## src/rtl/pwm_ctrl_pkg.sv

```systemverilog
package pwm_ctrl_pkg;

    // Per-channel field layout inside the shared control word
    localparam int FIELD_STRIDE = 15;
    localparam int FIELD_W      = 10;
    localparam int RDY_BASE     = 28;
    localparam int B_EN         = 4;
    localparam int B_ACT        = 5;
    localparam int B_GATE       = 6;
    localparam int B_BYP        = 9;

    localparam logic [3:0] PSC_DIRECT = 4'hF;

    typedef struct packed {
        logic [3:0] psc;
        logic       en;
        logic       act;
        logic       gate;
        logic       byp;
    } chan_cfg_t;

    // Division ratio for a divider code; 0 means the counter is frozen
    function automatic int unsigned psc_ratio(input logic [3:0] code, input int unsigned unit);
        case (code)
            4'd0:       return 2 * unit;
            4'd1:       return 3 * unit;
            4'd2:       return 4 * unit;
            4'd3:       return 6 * unit;
            4'd4:       return 8 * unit;
            4'd5:       return 200 * unit;
            4'd6:       return 400 * unit;
            4'd7:       return 600 * unit;
            4'd8:       return 800 * unit;
            4'd9:       return 1200 * unit;
            PSC_DIRECT: return 1;
            default:    return 0;
        endcase
    endfunction

endpackage

```

## src/rtl/pwm_regs.sv

```systemverilog
module pwm_regs
    import pwm_ctrl_pkg::*;
#(
    parameter int NCH = 2,
    parameter int AW  = 8
) (
    input  logic                  clk,
    input  logic                  rst_n,
    input  logic                  we,
    input  logic [AW-1:0]         addr,
    input  logic [31:0]           wdata,
    input  logic [NCH-1:0]        ready,
    output logic [31:0]           rdata,
    output chan_cfg_t [NCH-1:0]   cfg,
    output logic [NCH-1:0][31:0]  pd,
    output logic [NCH-1:0]        pd_wr
);

    function automatic logic [31:0] ctrl_mask();
        logic [31:0] m;
        m = '0;
        for (int n = 0; n < NCH; n++) begin
            m[n*FIELD_STRIDE +: FIELD_W] = '1;
        end
        return m;
    endfunction

    localparam logic [31:0] CTRL_MASK = ctrl_mask();

    typedef struct packed {
        logic [31:0]          ctrl;
        logic [NCH-1:0][31:0] pd;
    } regs_t;

    regs_t st_d, st_q;

    always_comb begin
        st_d = st_q;
        pd_wr = '0;
        if (we && addr == '0) begin
            st_d.ctrl = wdata & CTRL_MASK;
        end
        for (int n = 0; n < NCH; n++) begin
            if (we && addr == AW'(4 * (n + 1))) begin
                st_d.pd[n] = wdata;
                pd_wr[n]   = 1'b1;
            end
        end
    end

    always_ff @(posedge clk or negedge rst_n) begin
        if (!rst_n) begin
            st_q <= '0;
        end else begin
            st_q <= st_d;
        end
    end

    always_comb begin
        rdata = '0;
        if (addr == '0) begin
            rdata = st_q.ctrl;
            for (int n = 0; n < NCH; n++) begin
                rdata[RDY_BASE + n] = ready[n];
            end
        end
        for (int n = 0; n < NCH; n++) begin
            if (addr == AW'(4 * (n + 1))) begin
                rdata = st_q.pd[n];
            end
        end
    end

    assign pd = st_q.pd;

    for (genvar g = 0; g < NCH; g++) begin : g_cfg
        localparam int BASE = g * FIELD_STRIDE;
        assign cfg[g].psc  = st_q.ctrl[BASE +: 4];
        assign cfg[g].en   = st_q.ctrl[BASE + B_EN];
        assign cfg[g].act  = st_q.ctrl[BASE + B_ACT];
        assign cfg[g].gate = st_q.ctrl[BASE + B_GATE];
        assign cfg[g].byp  = st_q.ctrl[BASE + B_BYP];
    end

endmodule

```

## src/rtl/pwm_prescaler.sv

```systemverilog
module pwm_prescaler
    import pwm_ctrl_pkg::*;
#(
    parameter int unsigned DIV_UNIT = 60
) (
    input  logic       clk,
    input  logic       rst_n,
    input  logic       run,
    input  logic [3:0] code,
    output logic       tick
);

    localparam int unsigned MAX_RATIO = 1200 * DIV_UNIT;
    localparam int          CW        = $clog2(MAX_RATIO + 1);

    typedef struct packed {
        logic [CW-1:0] cnt;
    } psc_t;

    psc_t st_d, st_q;
    logic [CW:0] ratio;
    logic [CW:0] cnt_inc;

    always_comb begin
        ratio   = (CW + 1)'(psc_ratio(code, DIV_UNIT));
        cnt_inc = {1'b0, st_q.cnt} + 1'b1;
        tick    = run && (ratio != '0) && (cnt_inc >= ratio);
        st_d    = st_q;
        if (!run || tick) begin
            st_d.cnt = '0;
        end else if (ratio != '0) begin
            st_d.cnt = cnt_inc[CW-1:0];
        end
    end

    always_ff @(posedge clk or negedge rst_n) begin
        if (!rst_n) begin
            st_q <= '0;
        end else begin
            st_q <= st_d;
        end
    end

endmodule

```

## src/rtl/pwm_chan.sv

```systemverilog
module pwm_chan (
    input  logic        clk,
    input  logic        rst_n,
    input  logic        tick,
    input  logic        req,
    input  logic        byp,
    input  logic        act,
    input  logic        pd_wr,
    input  logic [31:0] pd,
    output logic        wave,
    output logic        ready,
    output logic        running,
    output logic        wrap
);

    typedef struct packed {
        logic        running;
        logic [15:0] cnt;
        logic [15:0] prd;
        logic [15:0] duty;
        logic        pend;
    } chan_t;

    chan_t st_d, st_q;
    logic  load;
    logic  active;

    always_comb begin
        st_d = st_q;
        load = 1'b0;
        wrap = st_q.running && tick && (st_q.cnt >= st_q.prd);
        if (byp) begin
            st_d.running = 1'b0;
            st_d.cnt     = '0;
        end else if (!st_q.running) begin
            load = st_q.pend;
            if (req) begin
                st_d.running = 1'b1;
                st_d.cnt     = '0;
            end
        end else if (tick) begin
            if (wrap) begin
                st_d.cnt = '0;
                load     = st_q.pend;
                if (!req) begin
                    st_d.running = 1'b0;
                end
            end else begin
                st_d.cnt = st_q.cnt + 16'd1;
            end
        end
        if (load) begin
            st_d.prd  = pd[31:16];
            st_d.duty = pd[15:0];
            st_d.pend = 1'b0;
        end
        if (pd_wr) begin
            st_d.pend = 1'b1;
        end
    end

    always_ff @(posedge clk or negedge rst_n) begin
        if (!rst_n) begin
            st_q <= '0;
        end else begin
            st_q <= st_d;
        end
    end

    assign active  = st_q.running && (st_q.cnt < st_q.duty);
    assign wave    = act ? active : !active;
    assign ready   = st_q.pend;
    assign running = st_q.running;

endmodule

```

## src/rtl/pwm_dual_ctrl.sv

```systemverilog
module pwm_dual_ctrl
    import pwm_ctrl_pkg::*;
#(
    parameter int          NCH      = 2,
    parameter int          AW       = 8,
    parameter int unsigned DIV_UNIT = 60
) (
    input  logic           clk,
    input  logic           rst_n,
    input  logic           bus_we,
    input  logic [AW-1:0]  bus_addr,
    input  logic [31:0]    bus_wdata,
    output logic [31:0]    bus_rdata,
    output logic [NCH-1:0] pwm_o
);

    chan_cfg_t [NCH-1:0]  cfg_w;
    logic [NCH-1:0][31:0] pd_w;
    logic [NCH-1:0]       pd_wr_w;
    logic [NCH-1:0]       rdy_w;
    logic [NCH-1:0]       run_w;
    logic [NCH-1:0]       wrap_w;
    logic [NCH-1:0]       tick_w;
    logic [NCH-1:0]       wave_w;
    logic [NCH-1:0]       byp_w;
    logic [NCH-1:0]       act_w;

    pwm_regs #(.NCH(NCH), .AW(AW)) u_regs (
        .clk   (clk),
        .rst_n (rst_n),
        .we    (bus_we),
        .addr  (bus_addr),
        .wdata (bus_wdata),
        .ready (rdy_w),
        .rdata (bus_rdata),
        .cfg   (cfg_w),
        .pd    (pd_w),
        .pd_wr (pd_wr_w)
    );

    for (genvar g = 0; g < NCH; g++) begin : g_ch
        assign byp_w[g] = cfg_w[g].byp;
        assign act_w[g] = cfg_w[g].act;

        pwm_prescaler #(.DIV_UNIT(DIV_UNIT)) u_psc (
            .clk   (clk),
            .rst_n (rst_n),
            .run   (run_w[g]),
            .code  (cfg_w[g].psc),
            .tick  (tick_w[g])
        );

        pwm_chan u_chan (
            .clk     (clk),
            .rst_n   (rst_n),
            .tick    (tick_w[g]),
            .req     (cfg_w[g].gate && cfg_w[g].en),
            .byp     (cfg_w[g].byp),
            .act     (cfg_w[g].act),
            .pd_wr   (pd_wr_w[g]),
            .pd      (pd_w[g]),
            .wave    (wave_w[g]),
            .ready   (rdy_w[g]),
            .running (run_w[g]),
            .wrap    (wrap_w[g])
        );

        assign pwm_o[g] = cfg_w[g].byp ? clk : wave_w[g];
    end

endmodule

```

## config.mk

```make
export PLATFORM = sky130hd
export DESIGN_NAME = pwm_dual_ctrl
export DESIGN_NICKNAME = d
export VERILOG_FILES = /design/src/rtl/pwm_ctrl_pkg.sv /design/src/rtl/pwm_regs.sv /design/src/rtl/pwm_prescaler.sv /design/src/rtl/pwm_chan.sv /design/src/rtl/pwm_dual_ctrl.sv
export SDC_FILE = /design/constraint.sdc
export NUM_CORES = 1
export LEC_CHECK = 0
export BUFFER_PORTS_ARGS = -buffer_cell sky130_fd_sc_hd__buf_2
export CORE_UTILIZATION = 30
export CTS_BUF_LIST = sky130_fd_sc_hd__clkbuf_8
export CTS_CLUSTER_SIZE = 8
export DETAILED_ROUTE_END_ITERATION = 7
export HOLD_SLACK_MARGIN = 0.06
export PLACE_DENSITY = 0.51
export SLEW_MARGIN = 10
export SYNTH_ARGS = -nofsm -noshare
export SYNTH_HDL_FRONTEND = slang
export SYNTH_SLANG_ARGS = --single-unit
```

## constraint.sdc

```tcl
create_clock -name clk -period 4.8 [get_ports clk]
set_clock_uncertainty 0.05 [all_clocks]
set_input_delay 0 -clock clk [delete_from_list [all_inputs] [get_ports clk]]
set_output_delay 0 -clock clk [all_outputs]
set_load 0.01 [all_outputs]
```

==> impl_metrics.toml <==
[pwr]
p_comb_share_pct = 13.1
clockPowerShare_pct = 42.6
p_total_mw = 4.54
p_sw_mw = 1.29
switching_share_pct = 28.3
ir_worst_vdd_uv = 146
p_int_mw = 3.26
p_per_area_nw_per_um2 = 294
p_leak_nw = 7.43
p_seq_share_pct = 44.3

[floorplanning]
die_area_sq_um = 43900
die_w_um = 210
fp.coreArea_sq_um = 42200
rows = 75
die_y_um = 210
io_pins = 77
initial_utilization_pct = 30.6

[critical_path]
start_kind = "flop"
worstPathMaxFanout = 20
required_ns = 5.31
worstPathArrival_ns = 4.70
crit_type = "flop to flop"
crit_path_end_kind = "flop"

[clock_tree]
cts_tree = "yes"
insertion_delay_ns = 0.69
cts_resized = 0
clkTransAtPathRegs_ns = 0.06
cts_setup_buffers = 0
postCtsHoldBufs = 67

[timing]
setup_viol = 0
clock.fmax_ghz = 0.238
fin_crit_sh_pct = 87.4
drv_slew = 0
rsz0062_at_grt = "false"
setup_tns_ns = 0
period_minus_slack_ns = 4.19
worst_pin_slew_ns = 1.04
hold-worst-slack_ns = 0.0901
setup_slack_ns = 0.606
finalHoldViolCount = 0
relSlewSlack_pct = 30.5

[yosys]
netlist_area_sq_um = 12900
synth_simple_gate_area_share_pct = 13.0
postSynthCellCount = 1241
yosys_register_bits = 218
postSynth.asyncResetShare_pct = 100
synthFlopType = "dfrtp_1"
avgSynthCellArea_sq_um = 10.4
synth_xor_area_share_pct = 2.17
synth_compound_area_share_pct = 12.2
muxShareOfSynthArea_pct = 15.3
netlist_top_cells_area = "dfrtp_1 (42%), ha_1 (11%), mux2_2 (10%)"
synth_edf_count = 0
yosys.area_share.adder_pct = 10.6
seq_area_frac_synth_pct = 42.2
yosys.area.top_type_share_pct = 42.2
yosys.area.top_type = "dfrtp_1"
ys_types = 58
syn_nets = 1394
synth_top_family_by_area = "multiplexers"
synth_warnings = 0

[global_routing]
grt-ovfl-total = 0
grtUsageTotal_pct = 16.5
grt_pass1_vias = 10200
grt_max_degree = 114
antenna_found_initial = 0
grt_pass1_wl_mm = 56.6

[route]
drc = 0
drtIter0Drc = 532
wl_per_cell_um = 18.0
vias = 9981
routed_wl_mm = 35.2
ant_nets = 0
drtPass1Iterations = 5
viasPerCell = 5.09

[final_layout]
n_fill_cell = 4231
diodes = 0
multi_input_area_sq_um = 6910
nets = 1547
layout-drive-gt1-share_pct = 21.3
areaGrowthSynthToFinish_pct = 19.4
utilization_pct = 36.6
seq_area_sq_um = 5460

[job]
maxCapViolations = 0

[placed_design]
gp_congestion = 0.841
port_buffers = 76
post-dp-hpwl_mm = 24.2
dpl_worst_slack_ns = 0.630

[outcome]
status = "finished clean"

[hold_path]
hold_class = "input pin to flop"
## critical path, stage by stage, from the launching register on
cell and delay (ns):
dfrtp_1 0.44, nand4_1 0.25, nor2_1 0.16, and3_1 0.26, and4_1 0.27, xor2_1 0.09
ha_1 0.27, nand3_1 0.09, or2_2 0.32, o211a_1 0.25, a211oi_1 0.36, nand3b_1 0.51
buf_4 0.42, mux2_2 0.30
## stage by stage
step           cell area, sq um  instances
2_1_floorplan             12900       1241
3_3_place_gp              13900       1818
4_1_cts                   15400       1959
6_report                  15400       1959
5_1_grt                   15400       1959
3_5_place_dp              13900       1818
## cells by family (layout without fill, tap and decap cells)
logic type               Yosys count  after routing
buffers and inverters            145            324
AND/OR/NAND/NOR                  331            331
XOR/XNOR                          32             32
multiplexers                     172            172
flip-flops                       218            218
AO/OA/AOI/OAI                    233            233
adder cells (fa/ha/maj)          110            110
## cells in the mapped netlist, drive strengths merged (17+ instances only)
master,n
mux2,146
ha,110
a22o,26
inv,95
nand2,68
a21oi,70
xnor2,20
nor2,87
dfrtp,218
or3,18
nand4,17
nand3,48
mux2i,26
clkbuf,35
o21ai,42
a21o,23
## sequential cells by signal (all words and copies together) (netlist names)
register	cells
u_regs.cfg	16
g_ch.u_chan.ready	2
u_regs.st_q	4
u_regs.pd	64
g_ch.u_chan.st_q	96
g_ch.u_psc.st_q	34
g_ch.u_chan.running	2
## per-layer routing
layer / GRT usage [%] / vias up / routed length, um
met1: 23.1 / 4905 / 17400
li1: - / 4784 / -
met4: 5.36 / 0 / 771
met2: 25.4 / 239 / 15300
met3: 3.44 / 53 / 1700
met5: 0 / - / 0
## cell usage in the layout, fill, tap and decap left out, drive strengths merged, types with 4 or more instances in the layout
| cell type | n |
|---|---|
| nor2 | 87 |
| dlygate4sd3 | 66 |
| o21ai | 42 |
| a21oi | 70 |
| nand2 | 68 |
| nor2b | 14 |
| a31oi | 8 |
| inv | 110 |
| ha | 110 |
| and4 | 10 |
| buf | 89 |
| nand2b | 5 |
| a21o | 23 |
| xnor2 | 20 |
| a221o | 9 |
| or2 | 4 |
| nand4 | 17 |
| mux2 | 146 |
| and2 | 11 |
| nor4 | 7 |
| xor2 | 12 |
| and3 | 15 |
| a22oi | 11 |
| or3 | 18 |
| a221oi | 4 |
| nor4b | 5 |
| a2111oi | 5 |
| clkbuf | 55 |
| mux2i | 26 |
| nor3 | 15 |
| a22o | 26 |
| dfrtp | 218 |
| o21a | 4 |
| a211o | 12 |
| a211oi | 5 |
| nand3 | 48 |
## final cells by class
type | instances | area share (%)
well taps | 539 | 4.37
multi-input cells | 878 | 44.8
clock inverters | 19 | 0.673
clock buffers | 57 | 4.97
inverters | 95 | 2.31
flip-flops and latches | 218 | 35.3
repair buffers | 153 | 7.58
## power groups by stage
stage	Sequential (mW)	Combinational [mW]	Clock [mW]
floorplan	2.00	0.388	0.00631
global placement	2.04	0.551	0.0111
detailed placement	2.04	0.553	0.0111
CTS	2.01	0.600	2.01
global route	2.02	0.675	2.09
finish	2.01	0.597	1.93
## final timing paths
| kind | cells past startpoint | slack, ns | endpoint | from |
|---|---|---|---|---|
| setup / recovery | 13 | 0.61 | g_ch[1].u_chan.st_q[9] | g_ch[1].u_psc.st_q[2] |
| hold / removal | 3 | 0.09 | u_regs.pd[27] | bus_wdata[27] |
| setup reg to reg | 13 | 0.61 | g_ch[1].u_chan.st_q[9] | g_ch[1].u_psc.st_q[2] |
| hold reg to reg | 1 | 0.43 | g_ch[0].u_chan.st_q[12] | g_ch[0].u_chan.st_q[12] |
| max in group asynchronous | 4 | 3.70 | u_regs.cfg[1] | rst_n |
| min in group asynchronous | 4 | 0.43 | g_ch[1].u_psc.st_q[0] | rst_n |
Note: power is estimated with default switching activity, not from simulation.
